## config.mk

```make
export PLATFORM = sky130hd
export DESIGN_NAME = sharing_dir_ctrl
export DESIGN_NICKNAME = d
export VERILOG_FILES = /design/src/rtl/dir_pkg.sv /design/src/rtl/dir_store.sv /design/src/rtl/dir_policy.sv /design/src/rtl/sharing_dir_ctrl.sv
export SDC_FILE = /design/constraint.sdc
export NUM_CORES = 1
export LEC_CHECK = 0
export BUFFER_PORTS_ARGS = -buffer_cell sky130_fd_sc_hd__buf_2
export CORE_ASPECT_RATIO = 1.2
export CORE_UTILIZATION = 60
export DETAILED_ROUTE_END_ITERATION = 8
export HOLD_SLACK_MARGIN = 0.05
export PLACE_DENSITY = 0.79
export SYNTH_ARGS = -nofsm -noshare
export SYNTH_HDL_FRONTEND = slang
export SYNTH_HIERARCHICAL = 1
export SYNTH_SLANG_ARGS = --single-unit
```

## constraint.sdc

```tcl
create_clock -name clk -period 3.05 [get_ports clk]
set_clock_uncertainty 0.15 [all_clocks]
set_input_delay 0.305 -clock clk [delete_from_list [all_inputs] [get_ports clk]]
set_output_delay 0.305 -clock clk [all_outputs]
set_load 0.01 [all_outputs]
```

## src/rtl/dir_pkg.sv

```systemverilog
// Shared encodings for the sharing-list directory controller.
// Assumes two-bit fields everywhere; the codes are part of the port contract.
package dir_pkg;
    typedef enum logic [1:0] {
        ST_HOME  = 2'b00,
        ST_FRESH = 2'b01,
        ST_GONE  = 2'b10
    } line_state_e;

    typedef enum logic [1:0] {
        OP_RD_SHARED = 2'b00,
        OP_RD_EXCL   = 2'b01,
        OP_DMA_RD    = 2'b10,
        OP_DMA_WR    = 2'b11
    } req_op_e;

    typedef enum logic [1:0] {
        SRC_MEMORY   = 2'b00,
        SRC_OLD_HEAD = 2'b01,
        SRC_NONE     = 2'b10
    } data_src_e;
endpackage

```

## src/rtl/dir_store.sv

```systemverilog
// Directory entry storage: one state and one head pointer per line.
// Combinational read port, single synchronous write port, synchronous
// active-low reset to HOME with a zero head. Assumes the write index and read
// index may be equal; the read returns the value before the edge.
module dir_store #(
    parameter int LINES  = 8,
    parameter int IDX_W  = 3,
    parameter int NODE_W = 4
) (
    input  logic              clk,
    input  logic              rst_n,
    input  logic [IDX_W-1:0]  rd_idx,
    output logic [1:0]        rd_state,
    output logic [NODE_W-1:0] rd_head,
    input  logic              wr_en,
    input  logic [IDX_W-1:0]  wr_idx,
    input  logic [1:0]        wr_state,
    input  logic [NODE_W-1:0] wr_head
);
    logic [1:0]        state_q [LINES];
    logic [NODE_W-1:0] head_q  [LINES];

    // Purpose: reset all entries, else write the addressed entry.
    always_ff @(posedge clk) begin
        for (int i = 0; i < LINES; i++) begin
            if (!rst_n) begin
                state_q[i] <= 2'b00;
                head_q[i]  <= '0;
            end else if (wr_en && (wr_idx == IDX_W'(i))) begin
                state_q[i] <= wr_state;
                head_q[i]  <= wr_head;
            end
        end
    end

    // Purpose: read port for the entry under request.
    always_comb begin
        rd_state = state_q[rd_idx];
        rd_head  = head_q[rd_idx];
    end

    // Per-entry guard: the unused state code must never be stored.
    for (genvar g = 0; g < LINES; g++) begin : g_entry_chk
        assert_legal_state_R3: assert property (@(posedge clk) disable iff (!rst_n)
            state_q[g] != 2'b11);
    end
endmodule

```

## src/rtl/dir_policy.sv

```systemverilog
// Combinational coherence policy: given the operation, the current entry and
// the requester, produce the next entry and the response fields.
// Assumes the entry state is one of the three legal codes.
module dir_policy
    import dir_pkg::*;
#(
    parameter int NODE_W = 4
) (
    input  req_op_e           op,
    input  line_state_e       cur_state,
    input  logic [NODE_W-1:0] cur_head,
    input  logic [NODE_W-1:0] req_node,
    output line_state_e       nxt_state,
    output logic [NODE_W-1:0] nxt_head,
    output logic              wr_needed,
    output data_src_e         src,
    output logic [NODE_W-1:0] old_head,
    output logic              purge
);
    logic listed;

    // Purpose: decide data source, purge need and the new entry.
    always_comb begin
        listed    = (cur_state != ST_HOME);
        old_head  = listed ? cur_head : req_node;
        src       = (cur_state == ST_GONE) ? SRC_OLD_HEAD : SRC_MEMORY;
        purge     = 1'b0;
        nxt_state = cur_state;
        nxt_head  = cur_head;
        wr_needed = 1'b1;
        unique case (op)
            OP_RD_SHARED: begin
                nxt_state = listed ? cur_state : ST_FRESH;
                nxt_head  = req_node;
            end
            OP_RD_EXCL: begin
                nxt_state = ST_GONE;
                nxt_head  = req_node;
                purge     = listed;
            end
            OP_DMA_RD: begin
                wr_needed = 1'b0;
            end
            OP_DMA_WR: begin
                nxt_state = ST_HOME;
                src       = SRC_NONE;
                purge     = listed;
            end
            default: wr_needed = 1'b0;
        endcase
    end
endmodule

```

## src/rtl/sharing_dir_ctrl.sv

```systemverilog
// Memory-side directory controller for linked-list sharing. One
// read-modify-write per accepted request; the response is registered and
// appears the cycle after acceptance. Assumes no back-pressure on responses.
module sharing_dir_ctrl
    import dir_pkg::*;
#(
    parameter int LINE_W = 3,
    parameter int NODE_W = 4
) (
    input  logic              clk,
    input  logic              rst_n,
    input  logic              req_valid,
    output logic              req_ready,
    input  logic [1:0]        req_op,
    input  logic [LINE_W-1:0] req_line,
    input  logic [NODE_W-1:0] req_node,
    output logic              rsp_valid,
    output logic [1:0]        rsp_src,
    output logic [NODE_W-1:0] rsp_head,
    output logic [1:0]        rsp_prev_state,
    output logic              rsp_purge
);
    localparam int LINES = 1 << LINE_W;

    logic              accept;
    logic [1:0]        cur_state_raw;
    logic [NODE_W-1:0] cur_head;
    line_state_e       nxt_state;
    logic [NODE_W-1:0] nxt_head;
    logic              wr_needed;
    data_src_e         src;
    logic [NODE_W-1:0] old_head;
    logic              purge;

    assign req_ready = 1'b1;
    assign accept    = req_valid && req_ready;

    dir_store #(.LINES(LINES), .IDX_W(LINE_W), .NODE_W(NODE_W)) u_store (
        .clk      (clk),
        .rst_n    (rst_n),
        .rd_idx   (req_line),
        .rd_state (cur_state_raw),
        .rd_head  (cur_head),
        .wr_en    (accept && wr_needed),
        .wr_idx   (req_line),
        .wr_state (nxt_state),
        .wr_head  (nxt_head)
    );

    dir_policy #(.NODE_W(NODE_W)) u_policy (
        .op        (req_op_e'(req_op)),
        .cur_state (line_state_e'(cur_state_raw)),
        .cur_head  (cur_head),
        .req_node  (req_node),
        .nxt_state (nxt_state),
        .nxt_head  (nxt_head),
        .wr_needed (wr_needed),
        .src       (src),
        .old_head  (old_head),
        .purge     (purge)
    );

    // Purpose: register the response for the request accepted this cycle.
    always_ff @(posedge clk) begin
        if (!rst_n) begin
            rsp_valid      <= 1'b0;
            rsp_src        <= 2'b00;
            rsp_head       <= '0;
            rsp_prev_state <= 2'b00;
            rsp_purge      <= 1'b0;
        end else begin
            rsp_valid <= accept;
            if (accept) begin
                rsp_src        <= src;
                rsp_head       <= old_head;
                rsp_prev_state <= cur_state_raw;
                rsp_purge      <= purge;
            end
        end
    end

    assert_rsp_follows_R2: assert property (@(posedge clk) disable iff (!rst_n)
        accept |=> rsp_valid);
    assert_rsp_idle_R2: assert property (@(posedge clk) disable iff (!rst_n)
        !accept |=> !rsp_valid);
    assert_purge_needs_list_R7: assert property (@(posedge clk) disable iff (!rst_n)
        (rsp_valid && rsp_purge) |-> (rsp_prev_state != 2'b00));
    assert_head_src_gone_R6: assert property (@(posedge clk) disable iff (!rst_n)
        (rsp_valid && rsp_src == 2'b01) |-> (rsp_prev_state == 2'b10));
endmodule

```

==> results by group <==
Clock tree
  – H-tree depth: 3
  – Num CTS Buffers: 9
  – Clk slew on worst S/H paths: 70 ps
  – Post-cts sizing count: 0
  – TritonCTS clock tree: built
  – Root Driver: clkbuf_8
  – Cts hold-fix bufs: 0
  – Setup Fix Bufs, Post-CTS: 0
  – Worst-Skew Late Latency: 330 ps
  – CTS sink cnt: 58
  – CTS max path bufs: 2

Pwr
  – Switching power: 412 uW
  – Clock power frac: 0.347
  – Sequential share of power: 0.529
  – Logic pwr share: 0.125
  – Power Density: 545 nW/um^2
  – Switching fraction of total power: 0.240
  – Peak VDD IR: between 0.0002 and 0.0003 V
  – P_leak: about 0.0012 uW
  – Internal power: 1300 uW

Logic synthesis
  – Synth area leader: edfxtp_1
  – Syn_area_per_cell: 14.0 um^2
  – Cell count after synthesis: 201
  – Ys async rst share: 0
  – Top cell type's share of synthesized area: 0.512
  – Largest cells by area after synthesis: edfxtp_1 (51%), mux4_1 (11%), dfxtp_1 (7.1%)
  – Top-count cell post-synth: edfxtp_1
  – Synth top cells by count: edfxtp_1 (48), nor3_1 (37), clkbuf_1 (12), mux4_1 (12), nor4_1 (12)
  – Warnings, synthesis: 6
  – Syn nets: between 200 and 250
  – Synthesized flop and latch total: 58
  – Sequential area share after synthesis: 0.584
  – Post-synth EDFFs: 48
  – Cell Area, Synth: 2810 um^2
  – Synth cell types: 28
  – Primary FF master, synth: edfxtp_1

Worst setup path
  – R2R Path End: u_store/state_q[7][0]
  – Crit Path Category: in2reg
  – Number of cells on the critical path: 7
  – Worst path required time: 2960 ps
  – Crit path largest cell delay: between 600 and 700 ps
  – Worst setup EP type: register
  – Crit Path Max Fanout: 29
  – CP top delay family: multiplexers
  – R2R setup slack: roughly 800 ps
  – Crit path cell chain: buf_2 > mux4_1 > mux2_2 > o21ba_2 > nor2_1 > inv_1 > nor3_1
  – R2R cell count: 6
  – Worst setup SP type: input pin
  – Worst path slowest cell: mux4_1
  – Worst Path Buf+Inv: 2
  – Critical path arrival: 2380 ps
  – Reg2reg start: u_store/state_q[3][0]

Timing
  – Tcrit/Tclk final: 0.811
  – Hold Vio Cnt, Final: 0
  – Tmin final: 2470 ps
  – Fmax: around 0.40 GHz
  – Hold Slack: 235 ps
  – Normalized max-slew margin: 0.603
  – Setup TNS: 0 ps
  – Worst setup margin: 578 ps
  – Final Max Slew Viols: 0
  – RSZ-0062 raised after global routing: false
  – Finish-stage setup viols: 0
  – Tightest Pin Transition: a little under 600 ps

Floorplan
  – DIE AREA: approximately 5000 um^2
  – Die extent in x: 64.5 um
  – Die H: 77 um
  – Cell Rows: 26
  – Core box area: ~4400 um^2
  – Ports: 23
  – Initial core utilization: 0.640

Min path
  – Endpoint, Worst Hold: rsp_head[0]
  – Hold crit path type: in2reg
  – Hold path cells: 2
  – Hold_sp: rst_n

GRT
  – Grt total ovfl: 0
  – First-pass GRT wire length: 8510 um
  – Initial antenna violation count: 0
  – Largest net degree at the start of global routing: 30
  – Vias in the first global route: 1752
  – All-Layer GR Usage: 0.239

Cells and area
  – Proportion of layout cells with a drive suffix above 1: 0.281
  – Area grow syn2layout: 11.8%
  – Final core utilization: 0.716
  – Cell area after layout: 3150 um^2
  – Ant. Diodes: 0
  – Nets: 238

Run
  – Max-cap violations: 0

Placement
  – Final HPWL DP: 3540 um
  – Dpl ws: 259 ps
  – Routability cong.: 0.749
  – Buffers on Ports: 21
  – Placed cell areas: 2980 um^2

Detailed routing
  – Final ANT Viol Nets: 0
  – DRC: 0
  – Vias per cell: 6.17
  – Wire per inst: approximately 18 um
  – Iter 0 DRT Violations: 119
  – Routed WL: 5170 um
  – Initial DRT Pass Iterations: 4
  – Via count: 1771

Run status
  – Status: completed
[flip-flops by register name, indices dropped and copies added (netlist names)]
signal           cells
u_store/head_q      32
rsp_prev_state       2
u_store/state_q     16
rsp_valid            1
rsp_src              2
rsp_head             4
rsp_purge            1
[worst max-delay path by stage]
stage                      startpoint               endpoint  slack [ps]
after floorplan           req_line[0]            rsp_head[0]         840
after global placement    req_line[0]  u_store/state_q[6][0]         320
after detailed placement  req_line[0]            rsp_head[0]         260
after CTS                 req_line[0]  u_store/state_q[4][0]         600
after global routing      req_line[0]  u_store/state_q[0][0]         420
final                     req_line[0]  u_store/state_q[7][0]         580
[worst register-to-register path, delay by kind of cell, from the launching register on]
family | cells | cell delay, ps
AOI/OAI and AO/OA | 1 | 240
muxes | 2 | 870
buffers and inverters | 1 | 210
and+or+nand+nor | 2 | 150
DFF | 1 | 360
[layout make-up]
class / instances / area, um^2
inverters: 7 / 26.3
repair buffers: 32 / 188
well taps: 56 / 70.1
clock buffers: 13 / 149
flip-flops and latches: 58 / 1640
multi-input cells: 118 / 1060
clock inverters: 3 / 15.0
fillers: 306 / 1250
[stage by stage]
step | total power (uW) | cells
2_1_floorplan | 1070 | 201
5_1_grt | 1780 | 287
4_1_cts | 1730 | 287
3_3_place_gp | 1130 | 271
3_5_place_dp | 1140 | 271
6_report | 1710 | 287
[layout by cell type, fill, tap and decap left out, drive strengths merged]
master and count:
o21ai 6, clkbuf 13, nor2b 9, nand2b 4
nand2 2, mux2i 10, nor3 37, nor2 2
o21ba 1, and2b 1, mux4 12, and2 3
buf 32, o31ai 2, nor4 12, conb 1
dfxtp 10, nand3 1, edfxtp 48, nand3b 1
mux2 14, inv 7, clkinv 3
[cells by family (layout without fill, tap and decap cells)]
logic type      count (synthesis)  in the layout  synth area share
compound gates                  9              9            0.0196
simple gates                   72             72             0.145
buf+inv                        25             55            0.0409
other cells                     1              1           0.00133
flops                          58             58             0.584
mux                            36             36             0.209
[power by group through the flow]
stage | sequential (uW) | combinational [uW] | clock (uW)
2_1_floorplan | 924 | 151 | 0
3_3_place_gp | 920 | 207 | 0
3_5_place_dp | 923 | 213 | 0
4_1_cts | 906 | 214 | 607
5_1_grt | 910 | 233 | 637
6_report | 906 | 214 | 594
[routing by layer]
layer  up-vias  global-route usage  share of wire
li1        835                   -              -
met1       865               0.293           0.40
met2        57               0.385           0.53
met3        14              0.0491          0.045
met4         0               0.140          0.024
met5         -                   0              0
Power figures use the tool's default switching activity.
